[src/rtl/cfg_pkg.sv]
`timescale 1ns/1ps
package cfg_pkg;

  typedef enum logic [3:0] {
    S_IDLE,
    S_SETTLE,
    S_PROG,
    S_INIT_WAIT,
    S_FILL,
    S_SEND,
    S_TRAIL,
    S_OK,
    S_ERR
  } cfg_state_e;

  function automatic int imax(input int a, input int b);
    return (a > b) ? a : b;
  endfunction

endpackage

[src/rtl/cfg_sync2.sv]
`timescale 1ns/1ps
module cfg_sync2 #(
  parameter int W = 2
) (
  input  logic         clk,
  input  logic         rst,
  input  logic [W-1:0] d_i,
  output logic [W-1:0] q_o
);
  logic [W-1:0] meta_q;
  logic [W-1:0] sync_q;

  always_ff @(posedge clk) begin
    if (rst) begin
      meta_q <= '0;
      sync_q <= '0;
    end else begin
      meta_q <= d_i;
      sync_q <= meta_q;
    end
  end

  assign q_o = sync_q;
endmodule

[src/rtl/cfg_serial.sv]
`timescale 1ns/1ps
module cfg_serial #(
  parameter int HALF_CYC = 1
) (
  input  logic       clk,
  input  logic       rst,
  input  logic       load_i,
  input  logic       pulse_i,
  input  logic [7:0] data_i,
  output logic       idle_o,
  output logic       cclk_o,
  output logic       din_o
);
  localparam int HW = (HALF_CYC > 1) ? $clog2(HALF_CYC) : 1;

  logic          active_q;
  logic          hi_q;
  logic          din_q;
  logic [6:0]    sh_q;
  logic [3:0]    bits_q;
  logic [HW-1:0] cnt_q;
  logic          half_end;

  assign half_end = (cnt_q == HW'(HALF_CYC - 1));

  always_ff @(posedge clk) begin
    if (rst) begin
      active_q <= 1'b0;
      hi_q     <= 1'b0;
      din_q    <= 1'b0;
      sh_q     <= '0;
      bits_q   <= '0;
      cnt_q    <= '0;
    end else if (!active_q) begin
      if (load_i || pulse_i) begin
        active_q <= 1'b1;
        hi_q     <= 1'b0;
        cnt_q    <= '0;
        bits_q   <= load_i ? 4'd8 : 4'd1;
        din_q    <= load_i ? data_i[7] : 1'b0;
        sh_q     <= data_i[6:0];
      end
    end else if (half_end) begin
      cnt_q <= '0;
      if (!hi_q) begin
        hi_q <= 1'b1;
      end else begin
        hi_q   <= 1'b0;
        bits_q <= bits_q - 4'd1;
        if (bits_q == 4'd1) begin
          active_q <= 1'b0;
        end else begin
          din_q <= sh_q[6];
          sh_q  <= {sh_q[5:0], 1'b0};
        end
      end
    end else begin
      cnt_q <= cnt_q + HW'(1);
    end
  end

  assign idle_o = !active_q;
  assign cclk_o = hi_q;
  assign din_o  = din_q;

  // data moves only while the clock is low
  p_din_low_r4: assert property (@(posedge clk) disable iff (rst)
    !$stable(din_q) |-> !hi_q);
  // data is held across each rising clock edge
  p_din_hold_r4: assert property (@(posedge clk) disable iff (rst)
    $rose(hi_q) |-> $stable(din_q));
endmodule

[src/rtl/cfg_loader.sv]
`timescale 1ns/1ps
module cfg_loader import cfg_pkg::*; #(
  parameter int SETTLE_CYC   = 2500000,
  parameter int PROG_LOW_CYC = 2500000,
  parameter int INIT_LIMIT   = 100000,
  parameter int DONE_LIMIT   = 100000,
  parameter int HALF_CYC     = 1,
  parameter int LEN_W        = 16
) (
  input  logic             clk,
  input  logic             rst,
  input  logic             start_i,
  input  logic             rev_i,
  input  logic [1:0]       img_ofs_i,
  input  logic [LEN_W-1:0] img_len_i,
  input  logic             byte_valid_i,
  input  logic [7:0]       byte_data_i,
  output logic             byte_ready_o,
  input  logic             init_i,
  input  logic             done_i,
  output logic             pwr_en_o,
  output logic             prog_n_o,
  output logic             cclk_o,
  output logic             din_o,
  output logic             busy_o,
  output logic             ok_o,
  output logic             err_o
);
  localparam int TMR_MAX = imax(imax(SETTLE_CYC, PROG_LOW_CYC), imax(INIT_LIMIT, DONE_LIMIT));
  localparam int TMR_W   = $clog2(TMR_MAX + 1);

  cfg_state_e       state_q;
  logic [TMR_W-1:0] tmr_q;
  logic [LEN_W-1:0] rem_q;
  logic             rev_q;
  logic             pwr_q;
  logic [1:0]       fill_q;
  logic [1:0]       send_q;
  logic [2:0]       grp_q;
  logic [7:0]       buf_mem [4];

  logic init_s, done_s;
  logic ser_idle, ser_load, ser_pulse;
  logic misalign;
  logic [1:0] rd_addr;
  logic last_in_grp;

  cfg_sync2 #(.W(2)) i_sync (
    .clk (clk),
    .rst (rst),
    .d_i ({init_i, done_i}),
    .q_o ({init_s, done_s})
  );

  assign misalign    = rev_i && ((img_ofs_i != 2'd0) || (img_len_i[1:0] != 2'd0));
  assign rd_addr     = rev_q ? (send_q ^ 2'b11) : send_q;
  assign last_in_grp = ({1'b0, send_q} == (grp_q - 3'd1));
  assign ser_load    = (state_q == S_SEND) && ser_idle;
  assign ser_pulse   = (state_q == S_TRAIL) && ser_idle && !done_s &&
                       (tmr_q != TMR_W'(DONE_LIMIT));

  // four-byte group buffer, synchronous write, addressed read
  always_ff @(posedge clk) begin
    if (state_q == S_FILL && byte_valid_i) begin
      buf_mem[fill_q] <= byte_data_i;
    end
  end

  cfg_serial #(.HALF_CYC(HALF_CYC)) i_serial (
    .clk     (clk),
    .rst     (rst),
    .load_i  (ser_load),
    .pulse_i (ser_pulse),
    .data_i  (buf_mem[rd_addr]),
    .idle_o  (ser_idle),
    .cclk_o  (cclk_o),
    .din_o   (din_o)
  );

  always_ff @(posedge clk) begin
    if (rst) begin
      state_q <= S_IDLE;
      tmr_q   <= '0;
      rem_q   <= '0;
      rev_q   <= 1'b0;
      pwr_q   <= 1'b0;
      fill_q  <= '0;
      send_q  <= '0;
      grp_q   <= '0;
    end else begin
      case (state_q)
        S_IDLE, S_OK, S_ERR: begin
          if (start_i) begin
            if (misalign) begin
              state_q <= S_ERR;
            end else begin
              state_q <= S_SETTLE;
              pwr_q   <= 1'b1;
              tmr_q   <= '0;
              rev_q   <= rev_i;
              rem_q   <= img_len_i;
            end
          end
        end
        S_SETTLE: begin
          if (tmr_q == TMR_W'(SETTLE_CYC - 1)) begin
            state_q <= S_PROG;
            tmr_q   <= '0;
          end else begin
            tmr_q <= tmr_q + TMR_W'(1);
          end
        end
        S_PROG: begin
          if (tmr_q == TMR_W'(PROG_LOW_CYC - 1)) begin
            state_q <= S_INIT_WAIT;
            tmr_q   <= '0;
          end else begin
            tmr_q <= tmr_q + TMR_W'(1);
          end
        end
        S_INIT_WAIT: begin
          if (init_s) begin
            fill_q  <= '0;
            tmr_q   <= '0;
            state_q <= (rem_q == '0) ? S_TRAIL : S_FILL;
          end else if (tmr_q == TMR_W'(INIT_LIMIT - 1)) begin
            state_q <= S_ERR;
          end else begin
            tmr_q <= tmr_q + TMR_W'(1);
          end
        end
        S_FILL: begin
          if (byte_valid_i) begin
            rem_q <= rem_q - LEN_W'(1);
            if (fill_q == 2'd3 || rem_q == LEN_W'(1)) begin
              grp_q   <= {1'b0, fill_q} + 3'd1;
              send_q  <= '0;
              state_q <= S_SEND;
            end else begin
              fill_q <= fill_q + 2'd1;
            end
          end
        end
        S_SEND: begin
          if (ser_idle) begin
            send_q <= send_q + 2'd1;
            if (last_in_grp) begin
              fill_q  <= '0;
              tmr_q   <= '0;
              state_q <= (rem_q == '0) ? S_TRAIL : S_FILL;
            end
          end
        end
        S_TRAIL: begin
          if (ser_idle) begin
            if (done_s) begin
              state_q <= S_OK;
            end else if (tmr_q == TMR_W'(DONE_LIMIT)) begin
              state_q <= S_ERR;
            end else begin
              tmr_q <= tmr_q + TMR_W'(1);
            end
          end
        end
        default: state_q <= S_IDLE;
      endcase
    end
  end

  assign byte_ready_o = (state_q == S_FILL);
  assign pwr_en_o     = pwr_q;
  assign prog_n_o     = (state_q != S_PROG);
  assign busy_o       = (state_q != S_IDLE) && (state_q != S_OK) && (state_q != S_ERR);
  assign ok_o         = (state_q == S_OK);
  assign err_o        = (state_q == S_ERR);

  // no configuration clock outside a load
  p_idle_clk_r1: assert property (@(posedge clk) disable iff (rst)
    !busy_o |-> !cclk_o);
  // program pulse only with the target powered
  p_prog_pwr_r2: assert property (@(posedge clk) disable iff (rst)
    !prog_n_o |-> pwr_en_o);
  // trailing pulse counter never passes its limit
  p_trail_bound_r9: assert property (@(posedge clk) disable iff (rst)
    (state_q == S_TRAIL) |-> (tmr_q <= TMR_W'(DONE_LIMIT)));
  // a start during a load leaves the captured mode alone
  p_busy_start_r10: assert property (@(posedge clk) disable iff (rst)
    (busy_o && start_i) |=> $stable(rev_q));
  // error is held until a start arrives
  p_err_hold_r11: assert property (@(posedge clk) disable iff (rst)
    (err_o && !start_i) |=> err_o);
endmodule

[config.mk]
export PLATFORM = sky130hd
export DESIGN_NAME = cfg_loader
export DESIGN_NICKNAME = d
export VERILOG_FILES = /design/src/rtl/cfg_pkg.sv /design/src/rtl/cfg_sync2.sv /design/src/rtl/cfg_serial.sv /design/src/rtl/cfg_loader.sv
export SDC_FILE = /design/constraint.sdc
export NUM_CORES = 1
export LEC_CHECK = 0
export CORE_ASPECT_RATIO = 0.9
export CORE_MARGIN = 5
export CORE_UTILIZATION = 39
export DETAILED_ROUTE_END_ITERATION = 10
export DONT_BUFFER_PORTS = 1
export PLACE_DENSITY_LB_ADDON = 0.08
export SKIP_LAST_GASP = 1
export SYNTH_ARGS = -nofsm -noshare
export SYNTH_HDL_FRONTEND = slang
export SYNTH_HIERARCHICAL = 1
export SYNTH_SLANG_ARGS = --single-unit
export TNS_END_PERCENT = 10
[constraint.sdc]
create_clock -name clk -period 2.8 [get_ports clk]
set_input_delay 0.42 -clock clk [delete_from_list [all_inputs] [get_ports clk]]
set_output_delay 0.42 -clock clk [all_outputs]
set_load 0.02 [all_outputs]
==> results of run 1 <==
## placed cells by master, fill, tap and decap left out, types with 8 or more instances in the layout
cell	instances
dfxtp_1	69
nand2_1	46
nor2_1	42
inv_1	38
edfxtp_1	32
a21oi_1	30
nand3_1	25
o21ai_0	25
a211oi_1	25
buf_4	24
or3_1	18
nor3_1	16
o32ai_1	16
mux2i_1	13
nor2b_1	11
ha_1	11
nand4_1	10
clkbuf_16	9
mux4_2	8
## through the flow
| step | hold WS [ns] | cell area [sq um] | util (%) | worst slack, ns | cells |
|---|---|---|---|---|---|
| floorplan | 0.4138 | 5598 | - | 0.4463 | 597 |
| global route | 0.1218 | 6130 | 43.61 | 0.007526 | 793 |
| finish | 0.1527 | 6130 | 43.61 | 0.2194 | 793 |
| global placement | 0.4396 | 5842 | 41.56 | 0.3471 | 777 |
| detailed placement | 0.4379 | 5842 | 41.56 | 0.2798 | 777 |
| CTS | 0.1226 | 6130 | 43.61 | 0.2487 | 793 |
## power by group
group          switching, mW  internal (mW)  total, mW
Combinational           1.11          0.710       1.82
Sequential             0.162           1.63       1.79
Clock                  0.616          0.626       1.24
Total                   1.89           2.97       4.86
## worst max-delay path by stage
stage | startpoint | end | slack [ns] | depth (start not counted)
final | state_q[0] | tmr_q[11] | 0.22 | 8
after global routing | state_q[0] | tmr_q[9] | 0.008 | 8
after CTS | tmr_q[11] | i_serial/sh_q[4] | 0.25 | 7
after detailed placement | tmr_q[11] | i_serial/sh_q[4] | 0.28 | 7
after global placement | tmr_q[11] | i_serial/din_o | 0.35 | 7
after floorplan | tmr_q[0] | state_q[3] | 0.45 | 7
## final cells by class
class                      instances  area share [%]
timing repair buffer              24           2.939
tap                              193           3.940
inverter                          40           2.449
sequential                       101           38.21
clock buffer                       9           3.674
clock inverter                     7           1.021
multi-input combinational        419           47.76
## metal layers
metal / global-route usage (%) / vias up / part of all wire [%]
met5: 0 / - / 0
met4: 5.605 / 0 / 1.4
met3: 4.281 / 11 / 4.5
met2: 25.90 / 82 / 45
met1: 23.94 / 2233 / 49
li1: - / 2242 / -
## cell families (layout without fill, tap and decap cells)
logic type	after synthesis	in the layout	synth area share [%]
buffers and inverters	77	80	5.856
muxes	30	30	7.554
xor gates and xnor gates	7	7	1.095
AOI/OAI and AO/OA	145	145	18.66
DFF	101	101	41.84
adders and majority gates	11	11	2.459
and+or+nand+nor	226	226	22.53
## sequential cells by signal, summed over array words and instances (netlist names), 2 cells and up
name	cells
i_sync/q_o	2
rem_q	16
send_q	2
tmr_q	22
buf_mem	32
grp_q	3
i_serial/bits_q	4
state_q	4
fill_q	2
i_serial/sh_q	7
i_sync/meta_q	2
## worst max-delay path: cells and delay by family, from the launching register on
kind / cells / cell delay [ns]
and+or+nand+nor: 4 / 1.12
DFF: 1 / 0.47
buffers and inverters: 2 / 0.48
AOI/OAI and AO/OA: 2 / 0.40
==> results_dict.tcl, run 1 <==
set metrics [dict create \
    fin_crit_ns 2.581 \
    tns_ns 0 \
    synth_area_leaders "dfxtp_1, edfxtp_1, a211oi_1" \
    path_class "reg -> reg" \
    max_stage_delay_ns 0.47 \
    startpoint_type "flop" \
    first_global_vias 4181 \
    ys_types 80 \
    synth_edf_count 32 \
    crit_required_ns 3.05 \
    drive_above_1_share_pct 13.00 \
    status "complete, no violations" \
    hold_viol 0 \
    drc_errors 0 \
    chipHeight_microns 123.7 \
    crit_chain "buf_4 -> or3b_2 -> o21ai_0 -> nand3_1 -> nand2_2 -> nand3_1 -> buf_4 -> o41ai_1" \
    grt_max_degree 76 \
    finalNetCount 639 \
    setup_viol 0 \
    ys_seq_area_share_pct 41.84 \
    grt_use_total_pct 17.07 \
    rsz0062_at_grt "false" \
    period_share_pct 92.17 \
    areaGrowthSynthToFinish_pct 9.499 \
    p_total_mw 4.857 \
    finalMaxSlewViolations 0 \
    max_cap_viol_count 0 \
    ff_latch_area_sq_um 2342 \
    portBuffers 0 \
    nFillCells 1396 \
    wl_per_cell_microns 17.78 \
    dr_total_vias 4568 \
    viasPerCell 5.760 \
    synthArstFlopShare_pct 0 \
    yosysWarnings 6 \
    drt_first_pass_iters 5 \
    ant_nets 0 \
    syn_inst 597 \
    holdPathStages 1 \
    cts_tree "done" \
    synth_nets 641 \
    clock-sinks 101 \
    die_area_sq_um 16850 \
    synth_area_per_cell_sq_um 9.377 \
    synth.cell_area_sq_um 5598 \
    grt-ovfl-total 0 \
    p_per_area_nw_per_um2 792.3 \
    skew_ns 0.005874 \
    dpl.hpwl_microns 9763 \
    hp-start "rst" \
    antenna_found_initial 0 \
    cp.arrival_ns 2.83 \
    ir_worst_vdd_mv 0.4214 \
    grt_pass1_wl_microns 22510 \
    synth_top_area_share_pct 24.68 \
    clk_pin_slew_ns 0.07 \
    cts_hold_buf 0 \
    r2r_start "state_q[0]" \
    slowest_stage "dfxtp_1" \
    slew_headroom_pct 56.84 \
    cts_resized 0 \
    crit_path_max_fanout 19 \
    yosys.area.top_type "dfxtp_1" \
    min_to "rem_q[2]" \
    yosysMostFrequentCell "dfxtp_1" \
    core_sq_um 14060 \
    hp-class "in -> reg" \
    post_cts_buffers 0 \
    clock_latency_ns 0.35 \
    multi_input_area_sq_um 2928 \
    ioPinCount 41 \
    synth-main-ff-cell "dfxtp_1" \
    die_w_microns 136.3 \
    cts_buffer_depth 2 \
    diodes 0 \
    p_leak_nw 2.064 \
    detailedRoute.firstIterationViolations 302 \
    clockRootBuffer "clkbuf_16" \
    tightest_slew_ns 0.6414 \
    reg2reg_to "tmr_q[11]" \
    end_kind "flop" \
    cts_buffers 9 \
    synth_common_cells "dfxtp_1, nand2_1, nor2_1, inv_1, edfxtp_1" \
    drt_wl_total_microns 14100 \
    rows 41 \
    rr_worst_depth 8 \
    gp_congestion 0.8663 \
    r2r_slack_ns 0.22 \
    yosys_register_bits 101 \
    fmax_ghz 0.3875 \
    htreeDepth 3 \
    start_util_pct 39.83 \
]
(Power assumes the default switching activity.)
==> run 2, diff against run 1 <==
- TNS_END_PERCENT: 10 -> default
==> results of run 2 <==
Same layout as run 1: the final DEF is identical, and so are final timing and power.
